--- config.mk ---
export PLATFORM = sky130hd
export DESIGN_NAME = pfg_bank_gate
export DESIGN_NICKNAME = d
export VERILOG_FILES = /design/src/rtl/pfg_pkg.sv /design/src/rtl/pfg_pg_sync.sv /design/src/rtl/pfg_fsm.sv /design/src/rtl/pfg_decode.sv /design/src/rtl/pfg_bank_gate.sv
export SDC_FILE = /design/constraint.sdc
export NUM_CORES = 1
export LEC_CHECK = 0
export BUFFER_PORTS_ARGS = -buffer_cell sky130_fd_sc_hd__buf_2
export CAP_MARGIN = 15
export CORE_AREA = 2 2 39 41
export CTS_CLUSTER_SIZE = 28
export DETAILED_ROUTE_END_ITERATION = 16
export DIE_AREA = 0 0 41 43
export MAX_ROUTING_LAYER = met4
export PLACE_DENSITY = 0.53
export SYNTH_ARGS = -nofsm -noshare
export SYNTH_HDL_FRONTEND = slang
export SYNTH_SLANG_ARGS = --single-unit
--- constraint.sdc ---
create_clock -name clk -period 1.16 [get_ports clk]
set_input_delay 0.116 -clock clk [delete_from_list [all_inputs] [get_ports clk]]
set_output_delay 0.116 -clock clk [all_outputs]
set_load 0.01 [all_outputs]
--- src/rtl/pfg_pkg.sv ---
package pfg_pkg;

    localparam int NUM_BANKS = 2;

    typedef enum logic [1:0] {
        ST_POWER_FAIL = 2'd0,
        ST_RECOVERY   = 2'd1,
        ST_POWER_OK   = 2'd2
    } pwr_state_e;

endpackage

--- src/rtl/pfg_pg_sync.sv ---
module pfg_pg_sync #(
    parameter int STAGES = 2
) (
    input  logic clk,
    input  logic rst_n,
    input  logic pg_async,
    output logic pg_sync
);

    logic [STAGES-1:0] stage_q;

    for (genvar i = 0; i < STAGES; i++) begin : g_stage
        if (i == 0) begin : g_first
            always_ff @(posedge clk or negedge rst_n) begin
                if (!rst_n) stage_q[0] <= 1'b0;
                else        stage_q[0] <= pg_async;
            end
        end else begin : g_next
            always_ff @(posedge clk or negedge rst_n) begin
                if (!rst_n) stage_q[i] <= 1'b0;
                else        stage_q[i] <= stage_q[i-1];
            end
        end
    end

    assign pg_sync = stage_q[STAGES-1];

endmodule

--- src/rtl/pfg_fsm.sv ---
module pfg_fsm
    import pfg_pkg::*;
#(
    parameter int RECOVER_CYCLES = 16
) (
    input  logic       clk,
    input  logic       rst_n,
    input  logic       pg_sync,
    output pwr_state_e state,
    output logic       access_en
);

    localparam int CW = (RECOVER_CYCLES < 2) ? 1 : $clog2(RECOVER_CYCLES);
    localparam logic [CW-1:0] LAST = CW'(RECOVER_CYCLES - 1);

    pwr_state_e    state_q, state_d;
    logic [CW-1:0] cnt_q, cnt_d;

    // State register
    always_ff @(posedge clk or negedge rst_n) begin
        if (!rst_n) begin
            state_q <= ST_POWER_FAIL;
            cnt_q   <= '0;
        end else begin
            state_q <= state_d;
            cnt_q   <= cnt_d;
        end
    end

    // Next state and recovery count
    always_comb begin
        state_d = state_q;
        cnt_d   = '0;
        unique case (state_q)
            ST_POWER_FAIL: begin
                if (pg_sync) state_d = ST_RECOVERY;   // fail_to_recover
            end
            ST_RECOVERY: begin
                if (!pg_sync) begin
                    state_d = ST_POWER_FAIL;          // recover_abort
                end else if (cnt_q == LAST) begin
                    state_d = ST_POWER_OK;            // recover_done
                end else begin
                    cnt_d = cnt_q + 1'b1;
                end
            end
            ST_POWER_OK: begin
                if (!pg_sync) state_d = ST_POWER_FAIL; // ok_to_fail
            end
            default: state_d = ST_POWER_FAIL;
        endcase
    end

    // Output process: gate also on the live synced level so a drop cuts access at once
    always_comb begin
        state     = state_q;
        access_en = 1'b0;
        unique case (state_q)
            ST_POWER_OK:   access_en = pg_sync;
            ST_RECOVERY:   access_en = 1'b0;
            ST_POWER_FAIL: access_en = 1'b0;
            default:       access_en = 1'b0;
        endcase
    end

endmodule

--- src/rtl/pfg_decode.sv ---
module pfg_decode
    import pfg_pkg::*;
(
    input  logic                 access_en,
    input  logic                 host_ce_n,
    input  logic                 ext_ce_n,
    input  logic                 bank_sel,
    input  logic                 wr_n,
    output logic [NUM_BANKS-1:0] ram_ce_n,
    output logic                 reg_cs,
    output logic                 reg_we
);

    logic ram_path;

    assign ram_path = access_en && !host_ce_n && ext_ce_n;

    for (genvar g = 0; g < NUM_BANKS; g++) begin : g_bank
        assign ram_ce_n[g] = !(ram_path && (bank_sel == 1'(g)));
    end

    assign reg_cs = !host_ce_n && !ext_ce_n;
    assign reg_we = reg_cs && !wr_n && access_en;

endmodule

--- src/rtl/pfg_bank_gate.sv ---
module pfg_bank_gate
    import pfg_pkg::*;
#(
    parameter int RECOVER_CYCLES = 16,
    parameter int SYNC_STAGES    = 2
) (
    input  logic clk,
    input  logic rst_n,
    input  logic host_ce_n,
    input  logic ext_ce_n,
    input  logic bank_sel,
    input  logic wr_n,
    input  logic pwr_good,
    output logic ram_ce0_n,
    output logic ram_ce1_n,
    output logic reg_cs,
    output logic reg_we
);

    logic                 pg_sync;
    logic                 access_en;
    pwr_state_e           fsm_state;
    logic [NUM_BANKS-1:0] ce_n;

    pfg_pg_sync #(.STAGES(SYNC_STAGES)) u_sync (
        .clk      (clk),
        .rst_n    (rst_n),
        .pg_async (pwr_good),
        .pg_sync  (pg_sync)
    );

    pfg_fsm #(.RECOVER_CYCLES(RECOVER_CYCLES)) u_fsm (
        .clk       (clk),
        .rst_n     (rst_n),
        .pg_sync   (pg_sync),
        .state     (fsm_state),
        .access_en (access_en)
    );

    pfg_decode u_dec (
        .access_en (access_en),
        .host_ce_n (host_ce_n),
        .ext_ce_n  (ext_ce_n),
        .bank_sel  (bank_sel),
        .wr_n      (wr_n),
        .ram_ce_n  (ce_n),
        .reg_cs    (reg_cs),
        .reg_we    (reg_we)
    );

    assign ram_ce0_n = ce_n[0];
    assign ram_ce1_n = ce_n[1];

endmodule

# ---- Word-level counts from Yosys, hierarchy flattened
# Index checks and enable logic that the tools add are counted.
dict set report totals {
  out_inout_bits 4
  register_bits 8
  in_bits 7
  word_cells 35
}
dict set report classes {
  n_bitwise 1
  muxes 9
  n_addsub 1
  n_eq_ne 6
  n_reduce_logical 14
}
# op count
set op_table {}
lappend op_table {{$mux 4} 3}
lappend op_table {{$mux 2} 4}
lappend op_table {{$logic_and 1x1->1} 7}
lappend op_table {{$pmux 2 s3} 1}
lappend op_table {{$logic_not 1->1} 5}
lappend op_table {{$add 4x1->4 const B} 1}
lappend op_table {{$eq 4x4->1 const B} 1}
lappend op_table {{$ne 2x2->1 const B} 2}
lappend op_table {{$ne 3x2->1 const B} 1}
lappend op_table {{$reduce_and 3->1} 1}
lappend op_table {{$eq 2x1->1 const B} 1}
lappend op_table {{$eq 2x2->1 const B} 1}
lappend op_table {{$logic_not 2->1} 1}
lappend op_table {{$mux 1} 1}
lappend op_table {{$not 1->1} 1}

# ---- Longest topological paths before layout
dict set report depth {
  word_depth 6
  mapped_depth 4
  mapped_depth_nobuf 4
}

# ---- By module
# A second synthesis with hierarchy kept.
dict set report unflattened {
  cells_unflattened 28
  hier_area_um2 359.1
}
# mod instances area_per_inst_um2 seq_area_each_um2 cells_per_inst
set by_module_without_submodules {}
lappend by_module_without_submodules {pfg_fsm 1 270.3 150.1 22}
lappend by_module_without_submodules {pfg_pg_sync 1 50.0 50.0 2}
lappend by_module_without_submodules {pfg_decode 1 38.8 0.0 4}

# ---- Worst setup path after synthesis
# No wires, ideal clock.
dict set report synth_timing {
  path_kind {reg2out}
  from {register u_fsm.state_q[0], in the netlist u_fsm.state[0]}
  to {output reg_we}
  required_ns 1.044
  stages_incl_launch_ff 3
  n_path_buf 0
  arrival_time_ns 0.895
  path_slack_ns 0.149
  cell_sequence {dfrtp_1 > and4bb_1 > nor3b_2}
}
dict set report synth_via {
  elab_chain_len 3
}
# element line_no
set synth_lines {}
lappend synth_lines {{start: declaration} pfg_fsm.sv:16} ;# pwr_state_e state_q, state_d;
lappend synth_lines {{start signal: assignment} pfg_fsm.sv:25} ;# state_q <= state_d;
lappend synth_lines {{$eq 2x2->1} pfg_fsm.sv:58} ;# unique case (state_q)
lappend synth_lines {{$mux 1} pfg_fsm.sv:58}
lappend synth_lines {{$logic_and 1x1->1} pfg_decode.sv:23} ;# assign reg_we = reg_cs && !wr_n && access_en;
lappend synth_lines {{end: declaration} pfg_bank_gate.sv:17} ;# output logic reg_we
# Every way passes these cells.

# ---- Worst setup path after layout
# Same ends and word-level chain as after synthesis.

==> out/summary.txt <==
Final Instance Area -> 473.0 um2
Max FO, Critical Path -> 3
Vias in the first global route -> 274
DRT Wirelength -> 603 um
DR vias -> 274
First-pass GRT wire length -> 1055 um
RSZ-0062 raised after global routing -> yes
Clock H-tree levels -> 1
Library cells used by synthesis -> 17
DR iter-0 viols -> 4
Layout cell share with drive strength beyond 1 -> 0.3478
Final Skew -> 0.003606 ns
Power density over the cells -> 1152 mW/mm2
CP max stage delay -> 0.38 ns
CTS Buffer Depth -> 2
Die width -> 41 um
Asr flop ratio synth -> 1.000
Status -> complete, but fails checks
Post-CTS Setup Bufs -> 0
Clk pwr share -> 0.381
Initial Util -> 0.2550
Port Buffers -> 10
VDD IR max -> 433.1 uV
GR Overflow Total -> 0
Failing checks -> setup timing
Multi-input logic area -> 148.9 um2
Fillers -> 140
TritonCTS buffer count -> 3
Post-synthesis register bit count -> 8
GRT Total Usage -> 0.09479
Most frequent cell after synthesis -> dfrtp_1
Worst hold path type -> in2async
CP top delay family -> simple AND/OR/NAND/NOR gates
First-pass iteration count of the detailed router -> 2
LEAKAGE -> 0.2300 nW
Post-route worst setup slack -> -0.1730 ns
Pre-CTS WS -> 0.08802 ns
Period utilisation layout -> 1.149
Clock-pin slew on the worst setup and hold paths -> 0.05 ns
Sw Pwr -> 0.1153 mW
DR vias/cell -> 4.419
Total power draw -> 0.5451 mW
Synth top area cells -> dfrtp_1 57%, nand3b_1 4.3%, nor2b_4 3.9%
Reg power frac -> 0.539
Number of hold violations in the final report -> 0
Area after DPL -> 430.4 um2
Remaining DRCs -> 0
CTS Root Cell -> clkbuf_4
Gate power share -> 0.080
FMAX -> 750.2 MHz
Setup tns final -> -0.3457 ns
Least-Margin Pin Slew -> 0.1799 ns
Max Slew Vio Count -> 0
Routability Congestion -> 0.7343
Critical path origin -> u_fsm.state[0]
Total die area -> 0.001763 mm2
Ys Warns -> 0
Crit path kind -> reg2out
Relative slew slack -> 0.8801
Setup violators final -> 3
Mapped Cells -> 30
Antenna violations before repair -> 0
Number of routed nets with antenna violations -> 0
Synth Flop Type -> dfrtp_1
I/O pins -> 11
Yosys top cell area share -> 0.5674
Nets@finish -> 56
Synthesized area -> 352.8 um2
Register Area -> 200.2 um2
Area Overhead vs Synth -> 34.04%
Net Count, Synth -> 38
Synth area leader -> dfrtp_1
Wire per inst -> 9.726 um
Die Y-Extent -> 43 um
WP data required -> 1.04 ns
CTS tree -> done
Worst R2R Start -> u_fsm.cnt_q[0]
Row count -> 14
CP Data Arrival Time -> 1.22 ns
CTS sink cnt -> 8
Worst-Skew Late Latency -> 0.25 ns
Crit-path slowest cell -> dfrtp_1
Critical path endpoint category -> output pin
EDFF count, synth -> 0
Max-capacitance violation count -> 0
Pin count of the biggest net entering global routing -> 9
Syn_area_per_cell -> 11.76 um2
Net Sw Frac -> 0.2116
Antenna Cells -> 0
Final min period -> 1.333 ns
Startpoint Class -> register
Core Region -> 0.001384 mm2
# resized after CTS -> 0
Buf/Inv on CP -> 1
Pint -> 0.4298 mW
Seq/Total Area, Yosys -> 0.5674
Critical path, cell by cell -> and4bb_1 > nor3b_2 > buf_2
[stage by stage]
stage	util	instances	hold WS [ns]
5_1_grt	0.3418	62	0.2331
2_1_floorplan	-	30	-0.1796
3_3_place_gp	0.3110	57	-0.03252
3_5_place_dp	0.3110	57	-0.02893
6_report	0.3418	62	0.2305
4_1_cts	0.3418	62	0.2315
[cell type report]
type / instances / area share
clock buffers: 3 / 0.04762
inverters: 1 / 0.007937
multi-input cells: 21 / 0.3148
repair buffers: 13 / 0.1640
flip-flops and latches: 8 / 0.4233
well taps: 16 / 0.04233
[worst register-to-register path: stages (launching register included)]
cell and delay, ns:
dfrtp_1 0.41, ha_1 0.24, and3_1 0.18, a21boi_0 0.16
[metal layers]
| layer | wire, um | track usage | part of all wire | vias to the layer above |
|---|---|---|---|---|
| met4 | 14 | 0.08000 | 0.023 | 0 |
| met3 | 57 | 0.03141 | 0.095 | 2 |
| met1 | 281 | 0.1104 | 0.47 | 121 |
| met5 | 0 | - | 0 | - |
| li1 | - | - | - | 139 |
| met2 | 250 | 0.1250 | 0.41 | 12 |
[registers in the layout (all words and copies together) (netlist names)]
register,flops
u_fsm.cnt_q,4
u_fsm.state,2
u_sync.pg_sync,1
u_sync.stage_q,1
[final timing paths]
kind | slack (ns) | depth (start not counted) | to
setup / recovery | -0.17 | 3 | reg_we
setup reg to reg | 0.09 | 3 | u_fsm.state[0]
hold / removal | 0.23 | 2 | u_fsm.cnt_q[2]
min in group clk | 0.35 | 0 | u_sync.pg_sync
hold reg to reg | 0.35 | 0 | u_sync.pg_sync
max in group asynchronous | 0.76 | 2 | u_sync.stage_q[0]
[power by group through the flow]
stage / sequential (mW) / combinational, mW / clock [mW]
after global routing: 0.295 / 0.0494 / 0.233
after floorplan: 0.298 / 0.0138 / 0
after CTS: 0.294 / 0.0445 / 0.220
after global placement: 0.298 / 0.0392 / 0
after detailed placement: 0.299 / 0.0393 / 0
final: 0.294 / 0.0435 / 0.208
[cell families (layout without fill, tap and decap cells)]
group                      count (synthesis)  count (layout)  share of synthesized area
buffers and inverters                      1              17                    0.01063
DFF                                        8               8                     0.5674
AOI/OAI and AO/OA                          4               4                    0.06383
and+or+nand+nor                           15              15                     0.2978
adders and majority gates                  1               1                    0.03546
xor gates and xnor gates                   1               1                    0.02483
[timing repair]
item | 4_1_cts | 5_1_grt
endpoints found under the hold margin | 9 | 0
pin swaps | 0 | 0
endpoints found under the setup margin | 3 | 3
hold buffers | 2 | 0
[layout by cell type (no fill, tap or decap), drive strengths merged]
master       netlist  final
dfrtp              8      8
nor2               2      2
a21boi             1      1
nand3b             2      2
o21ai              1      1
xnor2              1      1
inv                1      1
ha                 1      1
nand2              2      2
and4bb             1      1
nor2b              1      1
a21oi              2      2
nand3              2      2
and3               2      2
dlygate4sd3        0      2
nor3               1      1
nor3b              1      1
clkbuf             0      3
buf                0     11
nand4b             1      1
Note: power is estimated with default switching activity, not from simulation.
